`config.mk`:
```
export PLATFORM = sky130hd
export DESIGN_NAME = nand_seq
export DESIGN_NICKNAME = d
export VERILOG_FILES = /design/src/rtl/nand_seq_pkg.sv /design/src/rtl/nand_addr_fmt.sv /design/src/rtl/nand_bus_phy.sv /design/src/rtl/nand_rb_timer.sv /design/src/rtl/nand_seq.sv
export SDC_FILE = /design/constraint.sdc
export NUM_CORES = 1
export LEC_CHECK = 0
export BUFFER_PORTS_ARGS = -buffer_cell sky130_fd_sc_hd__buf_2
export CAP_MARGIN = 20
export CORE_MARGIN = 5
export CORE_UTILIZATION = 58
export CTS_BUF_LIST = sky130_fd_sc_hd__clkbuf_8
export DETAILED_ROUTE_END_ITERATION = 8
export PLACE_DENSITY = 0.9
export SYNTH_ARGS = -nofsm -noshare
export SYNTH_HDL_FRONTEND = slang
export SYNTH_SLANG_ARGS = --single-unit
```
`constraint.sdc`:
```
create_clock -name clk -period 2.8 [get_ports clk]
set_input_delay 0.28 -clock clk [delete_from_list [all_inputs] [get_ports clk]]
set_output_delay 0.28 -clock clk [all_outputs]
set_load 0.05 [all_outputs]
```
`src/rtl/nand_seq_pkg.sv`:
```
// Shared types and device opcodes for the NAND command sequencer.
// Assumes an 8-bit asynchronous NAND device.
package nand_seq_pkg;

    typedef enum logic [2:0] {
        OP_READ   = 3'd0,
        OP_PROG   = 3'd1,
        OP_ERASE  = 3'd2,
        OP_ID     = 3'd3,
        OP_STATUS = 3'd4,
        OP_RESET  = 3'd5
    } nand_op_e;

    typedef enum logic [1:0] {
        XF_CMD   = 2'd0,
        XF_ADDR  = 2'd1,
        XF_WDATA = 2'd2,
        XF_RDATA = 2'd3
    } xfer_kind_e;

    localparam logic [7:0] NC_READ1  = 8'h00;
    localparam logic [7:0] NC_READ2  = 8'h30;
    localparam logic [7:0] NC_PROG1  = 8'h80;
    localparam logic [7:0] NC_PROG2  = 8'h10;
    localparam logic [7:0] NC_ERASE1 = 8'h60;
    localparam logic [7:0] NC_ERASE2 = 8'hD0;
    localparam logic [7:0] NC_ID     = 8'h90;
    localparam logic [7:0] NC_STATUS = 8'h70;
    localparam logic [7:0] NC_RESET  = 8'hFF;

    localparam int ST_READY_BIT = 6;
    localparam int ST_FAIL_BIT  = 0;

    localparam int ERR_RD_TMO = 0;
    localparam int ERR_WR_TMO = 1;
    localparam int ERR_PROG   = 2;
    localparam int ERR_ERASE  = 3;

endpackage

```
`src/rtl/nand_addr_fmt.sv`:
```
// Address byte formatter: turns a 12-bit column and a ROW_W-bit row into
// the five bytes of a full NAND address. Purely combinational.
// Assumes ROW_W <= 24; row bits above ROW_W-1 are zero.
module nand_addr_fmt #(
    parameter int ROW_W = 17
) (
    input  logic [11:0]      col,
    input  logic [ROW_W-1:0] row,
    output logic [4:0][7:0]  abyte
);
    localparam int ROW_PAD = 24;

    logic [ROW_PAD-1:0] row_ext;

    // Zero-extend the row to three whole bytes.
    always_comb begin
        row_ext = '0;
        row_ext[ROW_W-1:0] = row;
    end

    // Place column and row bytes in device order, column first.
    always_comb begin
        abyte[0] = col[7:0];
        abyte[1] = {4'h0, col[11:8]};
        abyte[2] = row_ext[7:0];
        abyte[3] = row_ext[15:8];
        abyte[4] = row_ext[23:16];
    end
endmodule

```
`src/rtl/nand_bus_phy.sv`:
```
// Single bus-cycle engine: runs one opcode, address, write-data or
// read-data cycle with a low strobe phase of LO_CYC clocks and a high
// phase of HI_CYC clocks. Accepts start only when idle; pulses done one
// cycle after the high phase ends. Read data is sampled as RE# rises.
module nand_bus_phy
    import nand_seq_pkg::*;
#(
    parameter int LO_CYC = 2,
    parameter int HI_CYC = 2
) (
    input  logic       clk,
    input  logic       rst_n,
    input  logic       start,
    input  xfer_kind_e kind,
    input  logic [7:0] wbyte,
    input  logic [7:0] io_in,
    output logic       we_n,
    output logic       re_n,
    output logic       cle,
    output logic       ale,
    output logic [7:0] io_out,
    output logic       io_oe,
    output logic [7:0] rbyte,
    output logic       done
);
    localparam int MAXC = (LO_CYC > HI_CYC) ? LO_CYC : HI_CYC;
    localparam int CW   = $clog2(MAXC + 1);

    typedef enum logic [1:0] {PH_IDLE, PH_LO, PH_HI} phase_e;

    phase_e        ph;
    logic [CW-1:0] cnt;
    logic          is_rd;

    // Step through idle, strobe-low and strobe-high phases.
    always_ff @(posedge clk) begin
        if (!rst_n) begin
            ph     <= PH_IDLE;
            cnt    <= '0;
            is_rd  <= 1'b0;
            we_n   <= 1'b1;
            re_n   <= 1'b1;
            cle    <= 1'b0;
            ale    <= 1'b0;
            io_out <= '0;
            io_oe  <= 1'b0;
            rbyte  <= '0;
            done   <= 1'b0;
        end else begin
            done <= 1'b0;
            case (ph)
                PH_IDLE: if (start) begin
                    cle    <= (kind == XF_CMD);
                    ale    <= (kind == XF_ADDR);
                    io_oe  <= (kind != XF_RDATA);
                    io_out <= wbyte;
                    is_rd  <= (kind == XF_RDATA);
                    if (kind == XF_RDATA) re_n <= 1'b0;
                    else                  we_n <= 1'b0;
                    cnt    <= CW'(LO_CYC - 1);
                    ph     <= PH_LO;
                end
                PH_LO: if (cnt == '0) begin
                    we_n <= 1'b1;
                    re_n <= 1'b1;
                    if (is_rd) rbyte <= io_in;
                    cnt  <= CW'(HI_CYC - 1);
                    ph   <= PH_HI;
                end else begin
                    cnt <= cnt - 1'b1;
                end
                PH_HI: if (cnt == '0) begin
                    cle   <= 1'b0;
                    ale   <= 1'b0;
                    io_oe <= 1'b0;
                    done  <= 1'b1;
                    ph    <= PH_IDLE;
                end else begin
                    cnt <= cnt - 1'b1;
                end
                default: ph <= PH_IDLE;
            endcase
        end
    end

    AST_STROBE_EXCL: assert property (@(posedge clk) disable iff (!rst_n)
        !(!we_n && !re_n));
    AST_LATCH_EXCL: assert property (@(posedge clk) disable iff (!rst_n)
        !(cle && ale));
    AST_NO_DRIVE_ON_READ: assert property (@(posedge clk) disable iff (!rst_n)
        !re_n |-> !io_oe);
    AST_LATCH_ONLY_WRITE: assert property (@(posedge clk) disable iff (!rst_n)
        (cle || ale) |-> re_n);
endmodule

```
`src/rtl/nand_rb_timer.sv`:
```
// Ready/busy watcher: synchronises the ready/busy line, reports a rising
// edge while run is high and flags expiry after TMO_CYC cycles of run.
// The count restarts whenever run is low.
module nand_rb_timer #(
    parameter int TMO_CYC = 1000
) (
    input  logic clk,
    input  logic rst_n,
    input  logic run,
    input  logic rb,
    output logic rb_rise,
    output logic expired
);
    localparam int TW = $clog2(TMO_CYC + 1);

    logic          rb_m, rb_s, rb_q;
    logic [TW-1:0] cnt;

    // Two-stage synchroniser plus one delay stage for edge detection.
    always_ff @(posedge clk) begin
        if (!rst_n) begin
            rb_m <= 1'b1;
            rb_s <= 1'b1;
            rb_q <= 1'b1;
        end else begin
            rb_m <= rb;
            rb_s <= rb_m;
            rb_q <= rb_s;
        end
    end

    // Count cycles spent waiting; cleared when not waiting.
    always_ff @(posedge clk) begin
        if (!rst_n || !run) cnt <= '0;
        else if (!expired)  cnt <= cnt + 1'b1;
    end

    assign rb_rise = run && rb_s && !rb_q;
    assign expired = run && (cnt == TW'(TMO_CYC - 1));

    AST_TMO_ONLY_RUN: assert property (@(posedge clk) disable iff (!rst_n)
        expired |-> run);
    AST_TMO_CNT_BOUND: assert property (@(posedge clk) disable iff (!rst_n)
        cnt <= TW'(TMO_CYC - 1));
endmodule

```
`src/rtl/nand_seq.sv`:
```
// NAND command sequencer top. Accepts one operation while idle, runs its
// opcode/address/data cycles through nand_bus_phy, waits on ready/busy
// through nand_rb_timer, polls status after program and erase, and ends
// with a one-cycle done pulse. Error flags are sticky until err_clr.
// Assumes PAGE_BYTES >= 8 and ROW_W <= 24.
module nand_seq
    import nand_seq_pkg::*;
#(
    parameter int PAGE_BYTES = 2048,
    parameter int ROW_W      = 17,
    parameter int CLK_HZ     = 50_000_000,
    parameter int TMO_MS     = 100,
    parameter int STROBE_LO  = 2,
    parameter int STROBE_HI  = 2,
    parameter int IDX_W      = $clog2(PAGE_BYTES)
) (
    input  logic             clk,
    input  logic             rst_n,
    input  logic             req_valid,
    input  logic [2:0]       req_op,
    input  logic [ROW_W-1:0] req_row,
    input  logic [11:0]      req_col,
    input  logic             err_clr,
    output logic             busy,
    output logic             done,
    output logic [3:0]       err_flags,
    output logic [7:0]       status_byte,
    output logic [IDX_W-1:0] buf_idx,
    output logic             buf_wr,
    output logic [7:0]       buf_wr_byte,
    input  logic [7:0]       buf_rd_byte,
    output logic             nand_ce_n,
    output logic             nand_cle,
    output logic             nand_ale,
    output logic             nand_we_n,
    output logic             nand_re_n,
    output logic [7:0]       nand_io_out,
    output logic             nand_io_oe,
    input  logic [7:0]       nand_io_in,
    input  logic             nand_rb
);
    localparam int TMO_CYC = (CLK_HZ / 1000) * TMO_MS;
    localparam int ID_LAST = 4;

    typedef enum logic [3:0] {
        S_IDLE, S_CMD1, S_ADDR, S_WDATA, S_CMD2, S_WAITRB,
        S_RDATA, S_STCMD, S_STREAD, S_DONE
    } seq_state_e;

    seq_state_e       st;
    nand_op_e         op_q;
    logic [ROW_W-1:0] row_q;
    logic [11:0]      col_q;
    logic [2:0]       aidx;
    logic [IDX_W-1:0] bcnt;
    logic             issued;
    logic [3:0]       err_q;
    logic [3:0]       err_set;
    logic [7:0]       stat_q;

    logic             phy_start, phy_done;
    xfer_kind_e       phy_kind;
    logic [7:0]       phy_wbyte, phy_rbyte;
    logic [4:0][7:0]  abyte;
    logic             rb_rise, tmo;
    logic             bus_state, accept;
    logic [7:0]       cmd1, cmd2;
    logic [2:0]       aidx_last;
    logic [IDX_W-1:0] rd_last;
    logic             st_ok;

    nand_addr_fmt #(.ROW_W(ROW_W)) fmt_i (
        .col   (col_q),
        .row   (row_q),
        .abyte (abyte)
    );

    nand_bus_phy #(.LO_CYC(STROBE_LO), .HI_CYC(STROBE_HI)) phy_i (
        .clk    (clk),
        .rst_n  (rst_n),
        .start  (phy_start),
        .kind   (phy_kind),
        .wbyte  (phy_wbyte),
        .io_in  (nand_io_in),
        .we_n   (nand_we_n),
        .re_n   (nand_re_n),
        .cle    (nand_cle),
        .ale    (nand_ale),
        .io_out (nand_io_out),
        .io_oe  (nand_io_oe),
        .rbyte  (phy_rbyte),
        .done   (phy_done)
    );

    nand_rb_timer #(.TMO_CYC(TMO_CYC)) tmr_i (
        .clk     (clk),
        .rst_n   (rst_n),
        .run     (st == S_WAITRB),
        .rb      (nand_rb),
        .rb_rise (rb_rise),
        .expired (tmo)
    );

    // Per-operation opcodes and sequence limits.
    always_comb begin
        cmd1      = NC_RESET;
        cmd2      = NC_READ2;
        aidx_last = 3'd4;
        rd_last   = IDX_W'(PAGE_BYTES - 1);
        case (op_q)
            OP_READ:   begin cmd1 = NC_READ1;  cmd2 = NC_READ2;  end
            OP_PROG:   begin cmd1 = NC_PROG1;  cmd2 = NC_PROG2;  end
            OP_ERASE:  begin cmd1 = NC_ERASE1; cmd2 = NC_ERASE2; end
            OP_ID:     begin cmd1 = NC_ID; aidx_last = 3'd0;
                             rd_last = IDX_W'(ID_LAST); end
            OP_STATUS: cmd1 = NC_STATUS;
            default:   cmd1 = NC_RESET;
        endcase
    end

    // Bus cycle request for the current state.
    always_comb begin
        bus_state = 1'b1;
        phy_kind  = XF_CMD;
        phy_wbyte = 8'h00;
        case (st)
            S_CMD1:   phy_wbyte = cmd1;
            S_ADDR:   begin phy_kind = XF_ADDR;  phy_wbyte = abyte[aidx]; end
            S_WDATA:  begin phy_kind = XF_WDATA; phy_wbyte = buf_rd_byte; end
            S_CMD2:   phy_wbyte = cmd2;
            S_STCMD:  phy_wbyte = NC_STATUS;
            S_RDATA,
            S_STREAD: phy_kind = XF_RDATA;
            default:  bus_state = 1'b0;
        endcase
    end

    assign phy_start = bus_state && !issued;
    assign accept    = (st == S_IDLE) && req_valid && (req_op <= 3'd5);
    assign st_ok     = phy_rbyte[ST_READY_BIT] && !phy_rbyte[ST_FAIL_BIT];

    // Error bits raised by the current cycle.
    always_comb begin
        err_set = '0;
        if (st == S_WAITRB && !rb_rise && tmo) begin
            if (op_q == OP_PROG || op_q == OP_ERASE) err_set[ERR_WR_TMO] = 1'b1;
            else                                     err_set[ERR_RD_TMO] = 1'b1;
        end
        if (st == S_STREAD && phy_done && !st_ok) begin
            if (op_q == OP_PROG)  err_set[ERR_PROG]  = 1'b1;
            if (op_q == OP_ERASE) err_set[ERR_ERASE] = 1'b1;
        end
    end

    // Sticky error flags with host clear.
    always_ff @(posedge clk) begin
        if (!rst_n) err_q <= '0;
        else        err_q <= (err_clr ? 4'h0 : err_q) | err_set;
    end

    // Track whether the current state's bus cycle has been launched.
    always_ff @(posedge clk) begin
        if (!rst_n)         issued <= 1'b0;
        else if (phy_done)  issued <= 1'b0;
        else if (phy_start) issued <= 1'b1;
    end

    // Main operation sequencer.
    always_ff @(posedge clk) begin
        if (!rst_n) begin
            st     <= S_IDLE;
            op_q   <= OP_READ;
            row_q  <= '0;
            col_q  <= '0;
            aidx   <= '0;
            bcnt   <= '0;
            stat_q <= '0;
        end else begin
            case (st)
                S_IDLE: if (accept) begin
                    op_q  <= nand_op_e'(req_op);
                    row_q <= (req_op == OP_ID) ? '0 : req_row;
                    col_q <= (req_op == OP_ID) ? '0 : req_col;
                    st    <= S_CMD1;
                end
                S_CMD1: if (phy_done) begin
                    aidx <= (op_q == OP_ERASE) ? 3'd2 : 3'd0;
                    bcnt <= '0;
                    if (op_q == OP_RESET)       st <= S_WAITRB;
                    else if (op_q == OP_STATUS) st <= S_STREAD;
                    else                        st <= S_ADDR;
                end
                S_ADDR: if (phy_done) begin
                    if (aidx == aidx_last) begin
                        if (op_q == OP_PROG)    st <= S_WDATA;
                        else if (op_q == OP_ID) st <= S_RDATA;
                        else                    st <= S_CMD2;
                    end else begin
                        aidx <= aidx + 1'b1;
                    end
                end
                S_WDATA: if (phy_done) begin
                    if (bcnt == IDX_W'(PAGE_BYTES - 1)) st <= S_CMD2;
                    else                                bcnt <= bcnt + 1'b1;
                end
                S_CMD2: if (phy_done) st <= S_WAITRB;
                S_WAITRB: begin
                    bcnt <= '0;
                    if (rb_rise) begin
                        if (op_q == OP_READ)       st <= S_RDATA;
                        else if (op_q == OP_RESET) st <= S_DONE;
                        else                       st <= S_STCMD;
                    end else if (tmo) begin
                        st <= S_DONE;
                    end
                end
                S_RDATA: if (phy_done) begin
                    if (bcnt == rd_last) st <= S_DONE;
                    else                 bcnt <= bcnt + 1'b1;
                end
                S_STCMD: if (phy_done) st <= S_STREAD;
                S_STREAD: if (phy_done) begin
                    stat_q <= phy_rbyte;
                    st     <= S_DONE;
                end
                default: st <= S_IDLE;
            endcase
        end
    end

    assign busy        = (st != S_IDLE);
    assign done        = (st == S_DONE);
    assign nand_ce_n   = (st == S_IDLE);
    assign err_flags   = err_q;
    assign status_byte = stat_q;
    assign buf_idx     = bcnt;
    assign buf_wr      = (st == S_RDATA) && phy_done;
    assign buf_wr_byte = phy_rbyte;

    AST_DONE_IN_BUSY: assert property (@(posedge clk) disable iff (!rst_n)
        done |-> busy);
    AST_DONE_ONE_CYCLE: assert property (@(posedge clk) disable iff (!rst_n)
        done |=> !done);
    AST_ERR_STICKY: assert property (@(posedge clk) disable iff (!rst_n)
        !err_clr |=> ((err_flags & $past(err_flags)) == $past(err_flags)));
    AST_CE_WITH_STROBE: assert property (@(posedge clk) disable iff (!rst_n)
        (!nand_we_n || !nand_re_n) |-> !nand_ce_n);
    AST_BUS_QUIET_IDLE: assert property (@(posedge clk) disable iff (!rst_n)
        (!busy && !$past(busy)) |-> (nand_we_n && nand_re_n && !nand_cle && !nand_ale));
endmodule

```
Word level (Yosys, flattened, before mapping)
Cells that the tools add are included.
{ "classes": {"eq_ne": 45, "n_reduce_logical": 48, "n_lt_le_gt_ge": 2, "muxes": 71, "add_sub_neg": 4, "bitwise": 2} }
{ "ops": {"columns": ["op", "count"], "rows": [
  ["8-bit one-hot mux with 5 select lines", 2],
  ["4-bit 2-to-1 mux", 18],
  ["11-bit 2-to-1 mux", 6],
  ["11-bit one-hot mux with 4 select lines", 1],
  ["4-bit one-hot mux with 9 select lines", 1],
  ["8-bit binary-select mux with 3-bit select", 1],
  ["2-bit by 1-bit != test with 1-bit output (second input constant)", 12],
  ["23-bit by 1-bit adder with 23-bit output (second input constant)", 1],
  ["23-bit equality test (second input constant)", 1],
  ["2-bit 2-to-1 mux", 9],
  ["2-bit != test (second input constant)", 9],
  ["2-bit one-hot mux with 3 select lines", 3],
  ["17-bit 2-to-1 mux", 1],
  ["4-bit by 3-bit equality test with 1-bit output (second input constant)", 4],
  ["8-bit one-hot mux with 2 select lines", 1],
  ["1-bit 2-to-1 mux", 15],
  ["3-bit 2-to-1 mux", 5],
  ["1-bit logical AND", 12],
  ["12-bit 2-to-1 mux", 1],
  ["12-bit AND reduction", 1],
  ["3-bit AND reduction", 4],
  ["4-bit AND reduction", 3],
  ["11-bit by 1-bit adder with 11-bit output (second input constant)", 1],
  ["11-bit equality test", 1],
  ["other kinds (32)", 59]
]} }
{ "totals": {"wordCells": 196, "reg_bits": 116, "output_inout_bits": 48} }

Logic depth before layout (Yosys ltp)
{ "depth": {"ltp_word": 8, "depth_mapped": 9, "depth_no_buf": 7} }

Hierarchy
Synthesis repeated with hierarchy kept, for this count alone.
{ "unflattened": {"hier_cells": 764, "hier_area_um2": 6582.6} }
{ "by_module_without_submodules": {"columns": ["module", "cells_per_inst", "instances", "seq_area_each_um2", "area_per_inst_um2"], "rows": [
  ["nand_seq", 441, 1, 1261.2, 3791.1],
  ["nand_bus_phy", 138, 1, 540.5, 1265.0],
  ["nand_rb_timer", 144, 1, 520.5, 1222.4],
  ["nand_addr_fmt", 41, 1, 0.0, 304.0]
]} }

Worst setup path before layout
Ideal clock, no wire load.
{ "synth_timing": {"kind": "register to register", "startpoint": "register st[3]", "endpoint": "register row_q[10]", "arrival_time_ns": 2.356, "path_slack_ns": 0.373, "path_stages_with_launch": 8, "cell_sequence": "dfxtp_1 > clkbuf_1 > nor4_2 > and2_0 > clkbuf_1 > buf_2 > nand3_1 > a21oi_1"} }
{ "synth_between": {"elab_chain_cells": 4} }
{ "synth_rtl": {"columns": ["element", "line", "rtl"], "rows": [
  ["start: declaration", "nand_seq.sv:50", "seq_state_e st;"],
  ["start signal: assignment", "nand_seq.sv:171", "st <= S_IDLE;"],
  ["start signal: assignment", "nand_seq.sv:184", "st <= S_CMD1;"],
  ["start signal: assignment", "nand_seq.sv:189", "if (op_q == OP_RESET) st <= S_WAITRB;"],
  ["4-bit logical NOT (*)", null, null],
  ["via nand_ce_n", "nand_seq.sv:32", "output logic nand_ce_n,"],
  ["1-bit logical AND (2 in a row)", "nand_seq.sv:139", "assign accept = (st == S_IDLE) && req_valid && (req_op <= 3'd5);"],
  ["2-bit AND reduction (no source line) (*)", null, null],
  ["end signal: assignment", "nand_seq.sv:182", "row_q <= (req_op == OP_ID) ? '0 : req_row;"],
  ["end: declaration", "nand_seq.sv:52", "logic [ROW_W-1:0] row_q;"]
]} }
The timed path passes the listed nets; every way through them passes the cells marked *.
A chain may end at the register's enable or synchronous reset.

Final worst setup path
{ "layout_timing": {"startpoint": "register bcnt[6], in the netlist buf_idx[6]", "endpoint": "register bcnt[5], in the netlist buf_idx[5]"} }
{ "layout_between": {"elab_chain_cells": 3, "elab_cells_between_ends": 5, "cone_classes": "4 x eq/ne; 1 x reduce/logical"} }
{ "layout_rtl": {"columns": ["element", "line", "rtl"], "rows": [
  ["start: declaration", "nand_seq.sv:55", "logic [IDX_W-1:0] bcnt;"],
  ["start signal: assignment", "nand_seq.sv:204", "else bcnt <= bcnt + 1'b1;"],
  ["start signal: assignment", "nand_seq.sv:219", "else bcnt <= bcnt + 1'b1;"],
  ["11-bit equality test (on tied branches)", "nand_seq.sv:218, nand_seq.sv:203", null],
  ["2-bit != test (no source line)", null, null],
  ["6-bit AND reduction (no source line) (*)", null, null]
]} }
Mark *: on every way between the ends. The rest lies on a longest branch, timed or not.

==> results.cfg <==
[setup_path]
worstSetupPathType = reg -> reg
cp_slowest_cell = or4_1
critPathRequiredTime_ns = 3.09
crit_buf_inv = 0
cp_data_arrival_time_ns = 2.71
cp_slowest_stage_delay_ns = 0.56
startpoint_type = flip-flop
cp_top_family = simple AND/OR/NAND/NOR gates
path_cells = or4_1 > o41ai_2 > and3_1 > or3_1 > o41ai_2
crit_fanout = 14
crit_top_cell = o41ai_2
end_kind = flip-flop

[pwr]
p_leak_nw = 2.74
switching_share_pct = 35.9
p_sw_mw = 1.94
powerDensity_nw_per_um2 = 768
vdd_drop_max_mv = 0.557
power_frac_seq_pct = 36.7
p_int_mw = 3.46
comb_power_share_pct = 29.6
pwr-share-clk_pct = 33.6

[placement]
place_congestion = 0.882
hpwl_um = 10100
portBuffers = 100

[clocking]
cts_setup_buffers = 0
cts_hold_buffers = 0
clk_pin_slew_worst_paths_ns = 0.07
cts_buffers = 17
htree_levels = 4
clock_sinks = 116
root_buffer = clkbuf_8
clock_path_buffers = 2
cts_resized = 0
cts_tree = done
worst_skew_pair.late_latency_ns = 0.43

[global_route]
grt_usage_pct = 24.0
grt_pass1_vias = 5329
gr-total-overflow = 0
grt_max_degree = 43
antenna_found_initial = 0
grt_pass1_wl_um = 25200

[cells_and_area]
syn_to_final_growth_pct = 17.6
nNetsFinal = 876
final_common_cell = dfxtp_1
final_cell_mix = 116 x dfxtp_1, 100 x buf_2, 82 x nand2_1
drive_above_1_share_pct = 20.8
antenna_cells = 0

[sta]
finalCritPeriodShare_pct = 86.7
worst_slew_pin_slew_ns = 0.951
max_freq_mhz = 412
min_period_ns = 2.43
setup_viol = 0
fin_hold_ws_ns = 0.0462
drv_slew = 0
maxSlewHeadroom_pct = 36.0
finalHoldViolations = 0
finalSetupTns_ns = 0
grt_setup_unrepaired = false
fin_skew_ns = 0.0171

[synthesis]
async_flop_share_pct = 0
synth_top_area_share_pct = 38.9
synth.distinct_cells = 71
synth_top_area_cell = dfxtp_1
synth-edff-count = 0
syn-cell-area_um2 = 5970
yosysWarnings = 0
syn_area_per_cell_um2 = 8.20
ys_seq_area_share_pct = 38.9
syn_nets = 793
synth_top_flop_cell = dfxtp_1
synth-seq-cells = 116
synth_area_leaders = dfxtp_1 39%, a21oi_1 6.3%, nand2_1 5.2%
synthCells = 729

[die]
core_um2 = 10200
die_w_um = 111
die_height_um = 111
die-area_um2 = 12400
pin_count = 101
start_util_pct = 58.7
num_rows = 37

[detailed_routing]
drt_iter0_drc = 462
wl_um = 14900
drt_pre_antenna_iters = 7
vias = 5694
drc = 0
vias_per_cell = 5.93
ant_nets = 0
wl_per_cell_um = 15.5

[flow_run]
maxCapViolations = 0

[worst_hold_path]
holdCritPathClass = in -> reg

[run_status]
outcome = finished clean
synth_stat cells (11+ instances only):
library cell	n
nand2b_1	13
nand3_1	59
a21oi_1	75
mux2i_1	25
nand2_1	82
nand4_1	12
dfxtp_1	116
ha_1	11
nor2_1	58
clkbuf_1	44
o21ai_0	27
inv_1	20
xnor2_1	15
nor3_1	13
stage by stage:
stage	power (mW)	worst slack, ns	util (%)	area, µm²	instances
floorplan	3.22	0.373	-	5970	729
global placement	3.56	0.429	64.4	6560	929
detailed placement	3.58	0.398	64.4	6560	929
CTS	5.40	0.383	69.0	7030	961
global route	5.65	0.199	69.0	7030	961
finish	5.40	0.373	69.0	7030	961
final timing paths:
kind | from | slack (ns) | cells after the start | end
setup / recovery | buf_idx[6]$_SDFFE_PN0P_ | 0.37 | 5 | buf_idx[5]$_SDFFE_PN0P_
hold / removal | nand_rb | 0.05 | 2 | tmr_i.rb_m$_SDFF_PN1_
setup reg to reg | buf_idx[6]$_SDFFE_PN0P_ | 0.37 | 5 | buf_idx[5]$_SDFFE_PN0P_
hold reg to reg | tmr_i.rb_m$_SDFF_PN1_ | 0.41 | 1 | tmr_i.rb_s$_SDFF_PN1_
sequential cells by signal (all words and copies together) (netlist names), 8 cells and up:
register      cells
row_q            17
tmr_i.cnt        23
col_q            12
phy_i.io_out      8
status_byte       8
phy_i.rbyte       8
buf_idx          11
area by class of cell:
class / instances / area [µm²]
clock buffer: 18 / 248
clock inverter: 14 / 223
fill: 810 / 3160
inverter: 20 / 75.1
multi-input combinational: 540 / 3360
sequential: 116 / 2320
tap: 136 / 170
timing repair buffer: 117 / 628
logic make-up (layout without fill, tap and decap cells):
kind of cell | count (synthesis) | count (layout) | share of synthesized area [%]
xor gates and xnor gates | 17 | 17 | 2.49
DFF | 116 | 116 | 38.9
AOI/OAI and AO/OA | 177 | 177 | 19.0
muxes | 29 | 29 | 5.70
and+or+nand+nor | 306 | 306 | 26.7
buffers and inverters | 73 | 169 | 4.90
adders and majority gates | 11 | 11 | 2.30
routing by layer:
| layer | vias to the layer above | wire, µm | global-route usage [%] |
|---|---|---|---|
| li1 | 2803 | - | - |
| met1 | 2662 | 6580 | 32.1 |
| met2 | 201 | 7110 | 39.2 |
| met3 | 28 | 942 | 5.11 |
| met4 | 0 | 269 | 7.54 |
| met5 | - | 0 | 0 |
power by group through the flow:
stage               logic (mW)  clock network (mW)  registers (mW)
floorplan                 1.01                   0            2.20
global placement          1.55                   0            2.01
detailed placement        1.57                   0            2.01
CTS                       1.59                1.83            1.98
global route              1.73                1.91            2.01
finish                    1.60                1.82            1.98
worst reg2reg max path: stages, from the launching register on:
cell	delay [ns]
dfxtp_1	0.36
or4_1	0.57
o41ai_2	0.33
and3_1	0.47
or3_1	0.43
o41ai_2	0.14
Note: power is estimated with default switching activity, not from simulation.
